==> config.mk <==
export PLATFORM = sky130hd
export DESIGN_NAME = frac_baud_gen
export DESIGN_NICKNAME = d
export VERILOG_FILES = /design/src/rtl/baud_pkg.sv /design/src/rtl/baud_src_sel.sv /design/src/rtl/baud_shadow.sv /design/src/rtl/baud_subcnt.sv /design/src/rtl/baud_phase.sv /design/src/rtl/frac_baud_gen.sv
export SDC_FILE = /design/constraint.sdc
export NUM_CORES = 1
export LEC_CHECK = 0
export ABC_AREA = 1
export BUFFER_PORTS_ARGS = -buffer_cell sky130_fd_sc_hd__buf_2
export CORE_MARGIN = 2
export CORE_UTILIZATION = 50
export DETAILED_ROUTE_END_ITERATION = 10
export PLACE_DENSITY = 0.69
export SETUP_SLACK_MARGIN = 0.3
export SYNTH_ARGS = -nofsm -noshare
export SYNTH_HDL_FRONTEND = slang
export SYNTH_SLANG_ARGS = --single-unit
==> constraint.sdc <==
create_clock -name clk -period 5.18 [get_ports clk]
set_input_delay 1.036 -clock clk [delete_from_list [all_inputs] [get_ports clk]]
set_output_delay 1.036 -clock clk [all_outputs]
set_load 0.01 [all_outputs]
==> src/rtl/baud_pkg.sv <==
package baud_pkg;

  // Source-clock select codes; two codes map to the peripheral clock.
  typedef enum logic [1:0] {
    SRC_PERIPH     = 2'd0,
    SRC_EXTERNAL   = 2'd1,
    SRC_PERIPH_ALT = 2'd2,
    SRC_PLL        = 2'd3
  } clk_src_e;

  localparam int SUB_BITS_DEFAULT = 16;

endpackage

==> src/rtl/baud_src_sel.sv <==
module baud_src_sel
  import baud_pkg::*;
(
  input  logic [1:0] src_sel,
  input  logic       ext_clk_en,
  input  logic       pll_clk_en,
  output logic       src_tick
);

  clk_src_e src;

  always_comb begin
    src = clk_src_e'(src_sel);
    unique case (src)
      SRC_PERIPH,
      SRC_PERIPH_ALT: src_tick = 1'b1;
      SRC_EXTERNAL:   src_tick = ext_clk_en;
      SRC_PLL:        src_tick = pll_clk_en;
      default:        src_tick = 1'b0;
    endcase
  end

endmodule

==> src/rtl/baud_shadow.sv <==
module baud_shadow #(
  parameter int DIV_W = 16,
  parameter int SLOTS = 16
) (
  input  logic             clk,
  input  logic             rst_n,
  input  logic             load,
  input  logic [DIV_W-1:0] div_in,
  input  logic [SLOTS-1:0] slot_in,
  output logic [DIV_W-1:0] div_q,
  output logic [SLOTS-1:0] slot_q
);

  // Holding copies of the divisor and slot map used for the running bit.
  always_ff @(posedge clk or negedge rst_n) begin
    if (!rst_n) begin
      div_q  <= '0;
      slot_q <= '0;
    end else if (load) begin
      div_q  <= div_in;
      slot_q <= slot_in;
    end
  end

endmodule

==> src/rtl/baud_subcnt.sv <==
module baud_subcnt #(
  parameter int CNT_W = 17
) (
  input  logic             clk,
  input  logic             rst_n,
  input  logic             run,
  input  logic             adv,
  input  logic [CNT_W-1:0] limit,
  output logic             period_end
);

  logic [CNT_W-1:0] cnt_q;
  logic             at_limit;

  assign at_limit   = (cnt_q == limit);
  assign period_end = run && adv && at_limit;

  always_ff @(posedge clk or negedge rst_n) begin
    if (!rst_n) begin
      cnt_q <= '0;
    end else if (!run) begin
      cnt_q <= '0;
    end else if (adv) begin
      if (at_limit) cnt_q <= '0;
      else          cnt_q <= cnt_q + CNT_W'(1);
    end
  end

  AST_CNT_IN_RANGE: assert property (@(posedge clk) disable iff (!rst_n)
    run |-> cnt_q <= limit);

  AST_CNT_IDLE_ZERO: assert property (@(posedge clk) disable iff (!rst_n)
    !$past(run) |-> cnt_q == '0);

endmodule

==> src/rtl/baud_phase.sv <==
module baud_phase #(
  parameter int SLOTS = 16
) (
  input  logic                     clk,
  input  logic                     rst_n,
  input  logic                     run,
  input  logic                     step,
  output logic [$clog2(SLOTS)-1:0] phase,
  output logic                     last
);

  localparam int PH_W = $clog2(SLOTS);
  localparam logic [PH_W-1:0] LAST_PH = PH_W'(SLOTS - 1);

  logic [PH_W-1:0] phase_q;

  assign phase = phase_q;
  assign last  = (phase_q == LAST_PH);

  always_ff @(posedge clk or negedge rst_n) begin
    if (!rst_n) begin
      phase_q <= '0;
    end else if (!run) begin
      phase_q <= '0;
    end else if (step) begin
      phase_q <= last ? '0 : phase_q + PH_W'(1);
    end
  end

  AST_PHASE_ADVANCE: assert property (@(posedge clk) disable iff (!rst_n)
    step |=> phase == (($past(phase) == LAST_PH) ? '0 : $past(phase) + PH_W'(1)));

endmodule

==> src/rtl/frac_baud_gen.sv <==
module frac_baud_gen
  import baud_pkg::*;
#(
  parameter int DIV_W = 16,
  parameter int SLOTS = SUB_BITS_DEFAULT
) (
  input  logic             clk,
  input  logic             rst_n,
  input  logic             enable,
  input  logic [1:0]       src_sel,
  input  logic             ext_clk_en,
  input  logic             pll_clk_en,
  input  logic [DIV_W-1:0] divisor,
  input  logic [SLOTS-1:0] slot_map,
  output logic             sample_tick,
  output logic             bit_tick
);

  localparam int PH_W   = $clog2(SLOTS);
  localparam int CNT_W  = DIV_W + 1;
  localparam int BITC_W = DIV_W + PH_W + 2;

  // Length of one sub-bit period, in advancing clocks, minus one.
  function automatic logic [CNT_W-1:0] period_limit(
    input logic [DIV_W-1:0] d,
    input logic [SLOTS-1:0] s,
    input logic [PH_W-1:0]  p
  );
    return {1'b0, d} + CNT_W'(s[p]);
  endfunction

  // Advancing clocks in one whole bit.
  function automatic logic [BITC_W-1:0] bit_clocks(
    input logic [DIV_W-1:0] d,
    input logic [SLOTS-1:0] s
  );
    return BITC_W'(SLOTS) * (BITC_W'(d) + BITC_W'(1)) + BITC_W'($countones(s));
  endfunction

  // Named internal events
  logic             run;
  logic             src_tick;
  logic             active_q;
  logic             load;
  logic [DIV_W-1:0] div_q;
  logic [SLOTS-1:0] slot_q;
  logic [DIV_W-1:0] div_use;
  logic [SLOTS-1:0] slot_use;
  logic [PH_W-1:0]  phase;
  logic             last_phase;
  logic [CNT_W-1:0] limit;
  logic             period_end;

  assign run = enable && rst_n;

  always_ff @(posedge clk or negedge rst_n) begin
    if (!rst_n) active_q <= 1'b0;
    else        active_q <= enable;
  end

  // First enabled cycle runs on the live inputs; afterwards on the held copy.
  assign div_use  = active_q ? div_q  : divisor;
  assign slot_use = active_q ? slot_q : slot_map;
  assign load     = !active_q || bit_tick;

  baud_src_sel u_src (
    .src_sel    (src_sel),
    .ext_clk_en (ext_clk_en),
    .pll_clk_en (pll_clk_en),
    .src_tick   (src_tick)
  );

  baud_shadow #(.DIV_W(DIV_W), .SLOTS(SLOTS)) u_shadow (
    .clk     (clk),
    .rst_n   (rst_n),
    .load    (load),
    .div_in  (divisor),
    .slot_in (slot_map),
    .div_q   (div_q),
    .slot_q  (slot_q)
  );

  assign limit = period_limit(div_use, slot_use, phase);

  baud_subcnt #(.CNT_W(CNT_W)) u_subcnt (
    .clk        (clk),
    .rst_n      (rst_n),
    .run        (run),
    .adv        (src_tick),
    .limit      (limit),
    .period_end (period_end)
  );

  baud_phase #(.SLOTS(SLOTS)) u_phase (
    .clk   (clk),
    .rst_n (rst_n),
    .run   (run),
    .step  (period_end),
    .phase (phase),
    .last  (last_phase)
  );

  assign sample_tick = period_end;
  assign bit_tick    = period_end && last_phase;

  // Advancing clocks seen so far in the running bit.
  logic [BITC_W-1:0] bit_adv_q;

  always_ff @(posedge clk or negedge rst_n) begin
    if (!rst_n)              bit_adv_q <= '0;
    else if (!run)           bit_adv_q <= '0;
    else if (bit_tick)       bit_adv_q <= '0;
    else if (src_tick)       bit_adv_q <= bit_adv_q + BITC_W'(1);
  end

  AST_BIT_ON_SAMPLE: assert property (@(posedge clk) disable iff (!rst_n)
    bit_tick |-> sample_tick);

  AST_NO_TICK_WITHOUT_SRC: assert property (@(posedge clk) disable iff (!rst_n)
    !src_tick |-> !sample_tick);

  AST_HELD_WITHIN_BIT: assert property (@(posedge clk) disable iff (!rst_n)
    active_q && $past(active_q) && !$past(bit_tick) |-> $stable(div_use) && $stable(slot_use));

  AST_QUIET_WHEN_OFF: assert property (@(posedge clk) disable iff (!rst_n)
    !enable |-> !sample_tick && !bit_tick);

  AST_BIT_LENGTH: assert property (@(posedge clk) disable iff (!rst_n)
    bit_tick |-> (bit_adv_q + BITC_W'(1)) == bit_clocks(div_use, slot_use));

  always_comb begin
    if (!rst_n) AST_RESET_QUIET: assert (!sample_tick && !bit_tick);
  end

endmodule

==> out/results.txt <==
The synthesized-area fraction occupied by xor and xnor cells is 3.78%. The count of pins over their slew limit is 0, and the area growth from synthesis to layout is 10.9%. The count of filler cells inserted in the layout is 785. Counting every sink on the clock net gives 54. For flop-to-flop paths, the worst setup slack is 1.31 ns. During I/O placement, the number of pins put on the boundary was 41.

The worst setup path is launched from an input port. Per-cell routed wire length: 13.5 um. For the via total after detailed routing, the log shows 3866.

The mapped netlist covers 3930 um^2. The synthesized instance count was 600; the fraction of layout cells with a size suffix above 1 was 14.5%. The final critical path takes up 89.2% of the cycle. Fraction of the mapped netlist area in adder cells: 1.27%. For this run, the slowest stage of the critical path takes 0.19 ns. After detailed routing, the number of remaining DRC violations is 0.

For the signal arrival time at the worst endpoint, the log shows 3.59 ns. For this design the static power due to leakage is 2.27 nW. Required time of the critical path: 4.14 ns. The cell family contributing the most delay on the critical path was simple AND/OR/NAND/NOR gates. The clock arrives with 0.00738 ns of skew. The clock tree synthesis step divided the H-tree into 2 levels. The number of core rows is 32.

Count of synthesis-stage warnings from yosys: 0. The clock passes through at most 2 buffers. After detailed placement, the design holds a cell count of 724. Clock tree synthesis inserted a total of 5 buffers. The top cell types in the final layout, fill and taps aside, are sky130_fd_sc_hd__nand2_1, sky130_fd_sc_hd__nand3_1, sky130_fd_sc_hd__inv_1. Global routing consumed, over all layers together, 25.2% of the routing resources. The tools report the core utilization of the finished layout as 56.8%. The later pin in the worst-skew pair is clocked with a latency of 0.32 ns. Setup repair after global routing left no endpoint under its margin. With fillers left out, the area of the finished cells amounts to 4360 um^2.

The net total in the final layout was 676; the worst supply voltage drop on vdd was 0.127 mV. The count of endpoints failing setup in the final report was 0; the simple logic cell fraction of the synthesized area was 42.0%. The count of buffers from port buffering was 40; the clock transition at the register clock pins on the worst setup and hold paths after CTS was 0.10 ns. 0 antenna diodes ended up in the layout. The wire length on met1 came out at 4470 um. The synthesized design contains 54 register bits. The die is 92.7 um tall.

The number of buffer and inverter stages on the critical path was 5. The logs give 0 for the count of hold-fix buffers inserted at cts and 7190 um for the half-perimeter wire length after placement. After routing, the total negative slack on setup checks comes to 0 ns. The run gives 0 as the hold violation total from the final report. The flow ran to the end, and the final reports show no timing, DRC or antenna violations. For the slack of the critical path, the log shows 0.558 ns.

The compound-cell area share of the yosys netlist is 8.30%, and the routability congestion estimate from global placement is 0.901. The worst-margin pin slew is 0.709 ns. The total global routing overflow was 0; the final critical path time including I/O delays and setup was 4.62 ns. The placed instances occupy a cell area of 4150 um^2.

Among all stages on the critical path, the largest delay is contributed by sky130_fd_sc_hd__nor2_4. The highest layer touched by signal routing is met4. The run gives 0 as the number of antenna violations at the first check in global routing. The number of synthesized flops with an enable pin works out to 0. The tools report the starting utilization of the core area as 51.2%.

The tools report the core box area as 7690 um^2. After synthesis, the mean cell area works out to 6.56 um^2. Across the run, the number of max-cap violations was 0. Entering global routing, the biggest net connects 55 pins. For this block, the initial DRC count from the detailed router was 178. Traced cell by cell, the critical path runs through buf_2, o21ai_0, o22ai_1, o21ai_0, o211ai_1, o21ai_0, inv_1, ha_4, ha_4, nand3_1, nor2_4, buf_4, nand2_1, a21oi_1, nand3_1, nor2_1, nand2_1, nor2_4, nand3_4, inv_2, buf_2. The count of nets left with antenna violations once routing finished came out at 0. The most used cell along the critical path is sky130_fd_sc_hd__o21ai_0. The area enclosed by the die boundary is 8590 um^2. The tree is rooted in a sky130_fd_sc_hd__clkbuf_8. For this run, the detailed router's first-pass iteration total came to 4. Measured along the x axis, the die boundary spans 92.7 um. The run gives 9940 um as the final routed wirelength across all metal layers. The global-route wire length before repair is 17500 um, and the final standard cell count with taps included and fillers excluded is 736.

After detailed routing, the met3 layer carries 417 um of wire. Summing the sequential cell areas from Yosys gives 34.4% of the chip area. The setup path with the least slack is of type input port to output pin. In the routed layout, each cell is associated on average with a via count of 5.25.

The areal power density over the cells was 220 nW/um^2. In the detailed route, the total length drawn on met2 is 4950 um. The largest driver fanout on the critical path was 5. Class of the tightest hold or removal check: flip-flop to flip-flop. In this run the tightest slew margin relative to its limit is 52.7%.

By area, the combinational part of the netlist is dominated by simple AND/OR/NAND/NOR gates. Leaving out fill and tap cells, the most frequent cell in the layout is sky130_fd_sc_hd__nand2_1. Yosys mapped the design onto 36 distinct sky130hd cell types. In the synthesized netlist the dominant register cell turns out to be sky130_fd_sc_hd__dfrtp_1.

The run gives 643 as the total nets after synthesis. Via count of the first global-routing pass: 3795. TritonCTS built the clock tree.

After synthesis, the share of cell area in mux cells is 0.254%. Share of async-settable or async-resettable flops after synthesis: 100%. Critical path endpoint category: an output pin. Derived from the worst setup path, the maximum achievable clock frequency is 216 MHz. Timing analysis after detailed placement gives a worst setup slack of 0.235 ns.
## what timing repair did
action	in CTS	in global routing
setup buffers	0	4
gates cloned	0	0
pin swaps	0	2
hold endpoints to repair	0	0
endpoints found under the setup margin	1	2
gates resized for setup	5	9
## power breakdown
part           internal, mW  total, mW  switching, mW
clock network         0.159      0.315          0.155
registers             0.445      0.461         0.0159
logic                0.0654      0.185          0.119
## cell usage after synthesis, types with 2 or more instances
cell type / n / share of area, %
sky130_fd_sc_hd__nand2_1: 227 / 22
sky130_fd_sc_hd__dfrtp_1: 54 / 34
sky130_fd_sc_hd__o221ai_1: 4 / 0.89
sky130_fd_sc_hd__buf_4: 2 / 0.38
sky130_fd_sc_hd__clkinv_1: 2 / 0.19
sky130_fd_sc_hd__nand2_4: 3 / 0.86
sky130_fd_sc_hd__a21oi_1: 4 / 0.51
sky130_fd_sc_hd__inv_1: 59 / 5.6
sky130_fd_sc_hd__ha_1: 4 / 1.3
sky130_fd_sc_hd__nor2_4: 2 / 0.57
sky130_fd_sc_hd__nand4_1: 7 / 1.1
sky130_fd_sc_hd__o21ai_0: 28 / 3.6
sky130_fd_sc_hd__nand2_2: 8 / 1.3
sky130_fd_sc_hd__nor2_1: 42 / 4.0
sky130_fd_sc_hd__o21ai_1: 2 / 0.25
sky130_fd_sc_hd__nor2_2: 7 / 1.1
sky130_fd_sc_hd__inv_2: 3 / 0.29
sky130_fd_sc_hd__xnor2_1: 3 / 0.67
sky130_fd_sc_hd__nor3_1: 5 / 0.64
sky130_fd_sc_hd__buf_1: 3 / 0.29
sky130_fd_sc_hd__buf_6: 6 / 1.7
sky130_fd_sc_hd__nand3b_1: 2 / 0.38
sky130_fd_sc_hd__clkbuf_1: 4 / 0.38
sky130_fd_sc_hd__xor2_1: 14 / 3.1
sky130_fd_sc_hd__buf_2: 7 / 0.89
sky130_fd_sc_hd__nand3_1: 72 / 9.2
sky130_fd_sc_hd__o22ai_1: 17 / 2.7
## worst register-to-register path, stage by stage, from the launching register on
cell,delay (ns)
sky130_fd_sc_hd__dfrtp_2,0.46
sky130_fd_sc_hd__buf_6,0.24
sky130_fd_sc_hd__o21ai_0,0.13
sky130_fd_sc_hd__o22ai_1,0.17
sky130_fd_sc_hd__o21ai_0,0.09
sky130_fd_sc_hd__o211ai_1,0.16
sky130_fd_sc_hd__o21ai_0,0.11
sky130_fd_sc_hd__inv_1,0.12
sky130_fd_sc_hd__ha_4,0.17
sky130_fd_sc_hd__ha_4,0.15
sky130_fd_sc_hd__nand3_1,0.13
sky130_fd_sc_hd__nor2_4,0.19
sky130_fd_sc_hd__buf_4,0.13
sky130_fd_sc_hd__nand2_1,0.05
sky130_fd_sc_hd__a21oi_1,0.13
sky130_fd_sc_hd__nand3_1,0.09
sky130_fd_sc_hd__nor2_1,0.09
sky130_fd_sc_hd__nand2_1,0.08
sky130_fd_sc_hd__nor2_4,0.19
sky130_fd_sc_hd__nand4_4,0.13
sky130_fd_sc_hd__buf_4,0.28
sky130_fd_sc_hd__nand2_4,0.36
sky130_fd_sc_hd__nand2_1,0.10
sky130_fd_sc_hd__nand2_1,0.07
## stage by stage
stage	power [mW]	hold slack (ns)
detailed placement	0.647	0.490
CTS	0.964	0.521
finish	0.960	0.520
global route	1.02	0.539
floorplan	0.594	0.470
global placement	0.644	0.489
## metal layers
metal  GRT usage, %  up-vias
met4           6.25        0
met2           44.5       82
met1           32.7     1802
met5              0        -
li1               -     1975
met3           3.34        7
## cell families (layout without fill, tap and decap cells)
group | Yosys count | after routing
AO/OA/AOI/OAI | 57 | 57
XOR/XNOR | 17 | 17
adder cells (fa/ha/maj) | 4 | 4
buffers and inverters | 88 | 122
flip-flops | 54 | 54
multiplexers | 1 | 1
AND/OR/NAND/NOR | 379 | 379
## final cells by class
class / count / area (um^2) / share of cell area (%)
clock buffers: 6 / 82.6 / 1.89
flip-flops and latches: 54 / 1350 / 31.0
clock inverters: 2 / 38.8 / 0.889
well taps: 102 / 128 / 2.93
repair buffers: 49 / 272 / 6.22
inverters: 65 / 249 / 5.71
multi-input cells: 458 / 2240 / 51.3
## worst paths after layout
check,startpoint,endpoint,cells past startpoint
max,slot_map[13],sample_tick,21
min,u_shadow.slot_q[14],u_shadow.slot_q[14],2
max reg2reg,active_q,u_shadow.div_q[3],23
min reg2reg,u_shadow.slot_q[14],u_shadow.slot_q[14],2
max in group asynchronous,rst_n,active_q,2
min in group asynchronous,rst_n,u_shadow.slot_q[10],2
## sequential cells by signal, indices dropped and copies added, names as in the netlist
signal,count
u_subcnt.cnt_q,17
u_phase.phase,4
active_q,1
u_shadow.slot_q,16
u_shadow.div_q,16
(Power assumes the default switching activity.)
